**src/rtl/pwm_trip_pkg.sv**
```systemverilog
`timescale 1ns/1ps
package pwm_trip_pkg;
    localparam int unsigned EXT_PINS  = 2;
    localparam int unsigned TRIP_SRCS = EXT_PINS + 1;
    localparam int unsigned SRC_PIN0  = 0;
    localparam int unsigned SRC_PIN1  = 1;
    localparam int unsigned SRC_OCP   = 2;

    typedef logic [TRIP_SRCS-1:0] src_vec_t;

    typedef struct packed {
        src_vec_t hold;   // source keeps outputs forced
        src_vec_t prev;   // enabled-active view from last cycle
        src_vec_t stat;   // sticky trip record
        logic     irq;    // interrupt pulse
    } src_state_t;
endpackage

```
**src/rtl/trip_sync.sv**
```systemverilog
`timescale 1ns/1ps
module trip_sync #(
    parameter int unsigned W       = 2,
    parameter int unsigned STAGES  = 2,
    parameter logic        RST_VAL = 1'b1
) (
    input  logic         clk,
    input  logic         rst_n,
    input  logic [W-1:0] din,
    output logic [W-1:0] dout
);
    logic [STAGES-1:0][W-1:0] chain_d, chain_q;

    always_comb begin
        chain_d[0] = din;
        for (int k = 1; k < STAGES; k++) begin
            chain_d[k] = chain_q[k-1];
        end
    end

    always_ff @(posedge clk or negedge rst_n) begin
        if (!rst_n) chain_q <= {STAGES{ {W{RST_VAL}} }};
        else        chain_q <= chain_d;
    end

    assign dout = chain_q[STAGES-1];
endmodule

```
**src/rtl/trip_src_ctl.sv**
```systemverilog
`timescale 1ns/1ps
module trip_src_ctl
    import pwm_trip_pkg::*;
(
    input  logic     clk,
    input  logic     rst_n,
    input  src_vec_t active,
    input  src_vec_t en,
    input  src_vec_t auto_mode,
    input  logic     period_end,
    input  logic     rearm,
    input  src_vec_t stat_clr,
    output logic     trip_any,
    output logic     irq,
    output src_vec_t stat
);
    src_state_t s_d, s_q;
    src_vec_t   act_en;
    src_vec_t   onset;
    logic       any_live;

    always_comb begin
        act_en   = active & en;
        onset    = act_en & ~s_q.prev;
        any_live = |act_en;
        s_d      = s_q;
        for (int i = 0; i < TRIP_SRCS; i++) begin
            if (!en[i])
                s_d.hold[i] = 1'b0;
            else if (act_en[i])
                s_d.hold[i] = 1'b1;
            else if (s_q.hold[i]) begin
                if (auto_mode[i]) s_d.hold[i] = !period_end;
                else              s_d.hold[i] = !(rearm && !any_live);
            end
        end
        s_d.prev = act_en;
        s_d.stat = (s_q.stat & ~stat_clr) | onset;
        s_d.irq  = |onset;
    end

    always_ff @(posedge clk or negedge rst_n) begin
        if (!rst_n) s_q <= '0;
        else        s_q <= s_d;
    end

    assign trip_any = any_live | (|s_q.hold);
    assign irq      = s_q.irq;
    assign stat     = s_q.stat;

    for (genvar g = 0; g < TRIP_SRCS; g++) begin : g_chk
        assert_active_holds_R6: assert property (@(posedge clk) disable iff (!rst_n)
            act_en[g] |=> s_q.hold[g]);
        assert_latched_keeps_R7: assert property (@(posedge clk) disable iff (!rst_n)
            (s_q.hold[g] && en[g] && !auto_mode[g] && !rearm) |=> s_q.hold[g]);
        assert_rearm_blocked_R8: assert property (@(posedge clk) disable iff (!rst_n)
            (s_q.hold[g] && en[g] && !auto_mode[g] && rearm && any_live) |=> s_q.hold[g]);
        assert_disable_drops_R12: assert property (@(posedge clk) disable iff (!rst_n)
            !en[g] |=> !s_q.hold[g]);
        assert_stat_sticky_R10: assert property (@(posedge clk) disable iff (!rst_n)
            (s_q.stat[g] && !stat_clr[g]) |=> s_q.stat[g]);
    end
endmodule

```
**src/rtl/pwm_out_gate.sv**
```systemverilog
`timescale 1ns/1ps
module pwm_out_gate #(
    parameter int unsigned NUM_OUT = 6
) (
    input  logic [NUM_OUT-1:0] pwm_in,
    input  logic [NUM_OUT-1:0] out_en,
    input  logic [NUM_OUT-1:0] off_level,
    input  logic               force_off,
    output logic [NUM_OUT-1:0] pwm_out
);
    for (genvar j = 0; j < NUM_OUT; j++) begin : g_lane
        assign pwm_out[j] = (out_en[j] && !force_off) ? pwm_in[j] : off_level[j];
    end
endmodule

```
**src/rtl/pwm_trip_guard.sv**
```systemverilog
`timescale 1ns/1ps
module pwm_trip_guard
    import pwm_trip_pkg::*;
#(
    parameter int unsigned NUM_OUT     = 6,
    parameter int unsigned SYNC_STAGES = 2
) (
    input  logic               clk,
    input  logic               rst_n,
    input  logic [NUM_OUT-1:0] pwm_in,
    input  logic               period_end,
    input  logic [1:0]         trip_pin_n,
    input  logic               ocp_cmp,
    input  logic               sw_off,
    input  logic [2:0]         src_en,
    input  logic [2:0]         src_auto,
    input  logic [NUM_OUT-1:0] out_en,
    input  logic [NUM_OUT-1:0] off_level,
    input  logic               rearm,
    input  logic [2:0]         stat_clr,
    output logic [NUM_OUT-1:0] pwm_out,
    output logic               fault_irq,
    output logic [2:0]         fault_stat
);
    logic [EXT_PINS-1:0] pin_sync;
    src_vec_t            src_active;
    logic                trip_any;
    logic                force_off;

    trip_sync #(
        .W       (EXT_PINS),
        .STAGES  (SYNC_STAGES),
        .RST_VAL (1'b1)
    ) u_pin_sync (
        .clk  (clk),
        .rst_n(rst_n),
        .din  (trip_pin_n),
        .dout (pin_sync)
    );

    always_comb begin
        src_active                    = '0;
        src_active[SRC_PIN0]          = ~pin_sync[0];
        src_active[SRC_PIN1]          = ~pin_sync[1];
        src_active[SRC_OCP]           = ocp_cmp;
    end

    trip_src_ctl u_src_ctl (
        .clk       (clk),
        .rst_n     (rst_n),
        .active    (src_active),
        .en        (src_en),
        .auto_mode (src_auto),
        .period_end(period_end),
        .rearm     (rearm),
        .stat_clr  (stat_clr),
        .trip_any  (trip_any),
        .irq       (fault_irq),
        .stat      (fault_stat)
    );

    assign force_off = sw_off | trip_any;

    pwm_out_gate #(.NUM_OUT(NUM_OUT)) u_gate (
        .pwm_in   (pwm_in),
        .out_en   (out_en),
        .off_level(off_level),
        .force_off(force_off),
        .pwm_out  (pwm_out)
    );

    assert_swoff_forces_R3: assert property (@(posedge clk) disable iff (!rst_n)
        sw_off |-> (pwm_out == off_level));
    assert_idle_lane_R5: assert property (@(posedge clk) disable iff (!rst_n)
        (((pwm_out ^ off_level) & ~out_en) == '0));
    assert_ocp_immediate_R2: assert property (@(posedge clk) disable iff (!rst_n)
        (ocp_cmp && src_en[2]) |-> (pwm_out == off_level));
endmodule

```
**config.mk**
```make
export PLATFORM = sky130hd
export DESIGN_NAME = pwm_trip_guard
export DESIGN_NICKNAME = d
export VERILOG_FILES = /design/src/rtl/pwm_trip_pkg.sv /design/src/rtl/trip_sync.sv /design/src/rtl/trip_src_ctl.sv /design/src/rtl/pwm_out_gate.sv /design/src/rtl/pwm_trip_guard.sv
export SDC_FILE = /design/constraint.sdc
export NUM_CORES = 1
export LEC_CHECK = 0
export BUFFER_PORTS_ARGS = -buffer_cell sky130_fd_sc_hd__buf_2
export CELL_PAD_IN_SITES_DETAIL_PLACEMENT = 1
export CELL_PAD_IN_SITES_GLOBAL_PLACEMENT = 2
export CORE_MARGIN = 1
export CORE_UTILIZATION = 20
export CTS_CLUSTER_SIZE = 12
export DETAILED_ROUTE_END_ITERATION = 8
export PLACE_DENSITY = 0.82
export SLEW_MARGIN = 30
export SYNTH_ARGS = -nofsm -noshare
export SYNTH_HDL_FRONTEND = slang
export SYNTH_SLANG_ARGS = --single-unit
export TNS_END_PERCENT = 30
```
**constraint.sdc**
```tcl
create_clock -name clk -period 2.2 [get_ports clk]
set_clock_uncertainty 0.2 [all_clocks]
set_input_delay 0.44 -clock clk [delete_from_list [all_inputs] [get_ports clk]]
set_output_delay 0.44 -clock clk [all_outputs]
set_load 0.1 [all_outputs]
```
==> results.json <==
{
  "outcome": "finished, violations left",
  "violations": "negative setup slack",
  "slowest_delay_ns": 0.54,
  "area_growth_pct": 70.5,
  "worstMarginPinSlew_ns": 0.486,
  "cts.sinks": 14,
  "synth_seq_cells": 14,
  "gp_congestion": 0.730,
  "p_leak_nw": 0.579,
  "ir_drop_mv": 0.264,
  "grt_overflow": 0,
  "vias": 601,
  "crit_fanout": 6,
  "power_density_nw_per_um2": 611,
  "slew_violations": 0,
  "grt_max_degree": 15,
  "antenna_found_initial": 0,
  "busiest_layer": "met2",
  "fin_crit_sh_pct": 124,
  "use_met2_pct": 20.8,
  "path_cells": "or4_4, nor4_4, buf_6, nand2_1, mux2_4, buf_12",
  "fp.coreArea_um2": 3080,
  "worstHoldPathCells": 1,
  "syn_area_um2": 649,
  "num_io_pins": 45,
  "crit_required_ns": 1.56,
  "grt_pass1_wl_mm": 3.04,
  "slowest_stage": "or4_4",
  "cp.depth": 6,
  "rows": 20,
  "critPathBufInv": 2,
  "finalNetCount": 146,
  "die_height_um": 59.0,
  "ys_seq_area_share_pct": 54.7,
  "hold_viol_final": 0,
  "final_common_cell": "buf_2",
  "cp-end-kind": "output port",
  "synth_area_leaders": "dfrtp_1 39%, dfstp_2 16%, mux2_4 14%, nand2_1 7.5%, o2111ai_1 4.0%",
  "cts_tree": "done",
  "numPortBuffers": 44,
  "yosys.area.top_type": "dfrtp_1",
  "die_w_um": 59.0,
  "maxCapViolCount": 0,
  "drc": 0,
  "yosys_warnings": 0,
  "finalSetupViolCount": 6,
  "setup_slack_ns": -0.518,
  "drt_wl_total_mm": 1.86,
  "reg2reg_depth": 5,
  "synth_top_area_share_pct": 38.5,
  "avgSynthCellArea_um2": 11.8,
  "clk_latency_ns": 0.27,
  "clk_path_buf_depth": 2,
  "antenna_cells": 0,
  "initial_core_util_pct": 21.1,
  "cts_made_buffers": 3,
  "critPathTopFamily": "simple AND/OR/NAND/NOR gates",
  "post-dp-hpwl_mm": 1.61,
  "clock.fmax_mhz": 368,
  "fin_cells": 154,
  "root_buffer": "clkbuf_4",
  "final_antenna_net_count": 0,
  "fin_crit_ns": 2.72,
  "fill_cells": 374,
  "fin_util_pct": 36.0,
  "first_global_vias": 651,
  "critPathKind": "flip-flop to output port",
  "dp_cells": 148,
  "start_kind": "flip-flop",
  "final_cell_mix": "38 x buf_2, 10 x nand2_1, 10 x dfrtp_1",
  "grt_usage_pct": 11.8,
  "firstDrtPassIters": 6,
  "first_iter_violations": 5,
  "drive_gt1_share_pct": 65.5,
  "cp.arrival_ns": 2.08,
  "syn_nets": 90,
  "relSlewSlack_pct": 67.8,
  "rsz0062_at_grt": "true",
  "wl_per_cell_um": 12.1,
  "ctsHtreeMaxLevel": 1,
  "use_met3_pct": 4.15,
  "synthDistinctLibCells": 15,
  "synthCells": 55,
  "grt_use_met1_pct": 14.4,
  "cts.clk_slew.worst_paths_ns": 0.08,
  "via_per_inst": 3.90,
  "fp.dieArea_um2": 3480,
  "hp-class": "input port to flip-flop"
}
[cells in the mapped netlist]
cell and count:
buf_4 3, nand4_1 1, inv_1 5, dfrtp_1 10, o22ai_1 3, o22a_1 1, nand2_1 13, mux2_4 6
dfstp_2 4, inv_2 1, o2111ai_1 3, nor4_4 1, nand2b_1 2, o21ai_0 1, or4_4 1
[cell type report]
class	count	area [um2]	share of cell area, %
Timing Repair Buffer	54	392	35.4
Sequential cell	14	355	32.1
Tap cell	44	55.1	4.97
Clock buffer	4	26.3	2.37
Inverter	6	22.5	2.03
Multi-Input combinational cell	32	256	23.2
[per-stage QoR]
| stage | setup WS [ns] | hold slack, ns | instance area [um2] | power [mW] | setup TNS [ns] |
|---|---|---|---|---|---|
| 6_report | -0.518 | 0.0655 | 1110 | 0.677 | -3.06 |
| 4_1_cts | -0.674 | 0.0548 | 1110 | 0.687 | -4.01 |
| 3_5_place_dp | -0.419 | 0.148 | 1050 | 0.532 | -2.43 |
| 2_1_floorplan | -0.122 | -0.0556 | 649 | 0.442 | -0.730 |
| 5_1_grt | -0.618 | 0.0500 | 1110 | 0.711 | -3.66 |
| 3_3_place_gp | -0.304 | 0.144 | 1050 | 0.527 | -1.74 |
[timing repair]
| item | CTS | global route |
|---|---|---|
| resized for setup | 4 | 0 |
| endpoints found under the hold margin | 10 | 0 |
| pin swaps | 2 | 1 |
| hold buffers | 1 | 0 |
| endpoints found under the setup margin | 6 | 6 |
| buffers inserted | 1 | 0 |
[per-layer routing]
layer	vias up	wire (um)
met5	-	0
met4	0	0
met3	0	108
met2	18	1050
met1	287	704
li1	296	-
[state kept, by name (all words and copies together) (netlist names)]
name,flops
u_src_ctl.irq,1
u_src_ctl.s_q,6
u_pin_sync.chain_d,2
u_pin_sync.dout,2
u_src_ctl.stat,3
[kinds of logic (layout without fill, tap and decap cells)]
kind of cell	Yosys count	count (layout)	share of synthesized area, %
AO/OA/AOI/OAI	8	8	9.06
flip-flops	14	14	54.7
buffers and inverters	9	64	6.94
AND/OR/NAND/NOR	18	18	15.4
multiplexers	6	6	13.9
[path summary, 6_finish.rpt]
kind                                       startpoint               endpoint  slack (ns)
worst min-delay path                    trip_pin_n[1]  u_pin_sync.chain_d[3]        0.07
worst max-delay path                 u_src_ctl.s_q[7]             pwm_out[1]       -0.52
max in group asynchronous                       rst_n     u_pin_sync.dout[1]        1.12
worst min register to register  u_pin_sync.chain_d[3]     u_pin_sync.dout[1]        0.16
worst max register to register     u_pin_sync.dout[0]       u_src_ctl.s_q[7]        0.67
min in group asynchronous                       rst_n       u_src_ctl.s_q[6]        0.38
[power breakdown]
group          leakage (nW)  switching (mW)  total (mW)  internal, mW
registers             0.168         0.00886       0.287         0.278
clock network        0.0150          0.0766       0.147        0.0702
logic                 0.397           0.155       0.243        0.0874
Power figures use the tool's default switching activity.
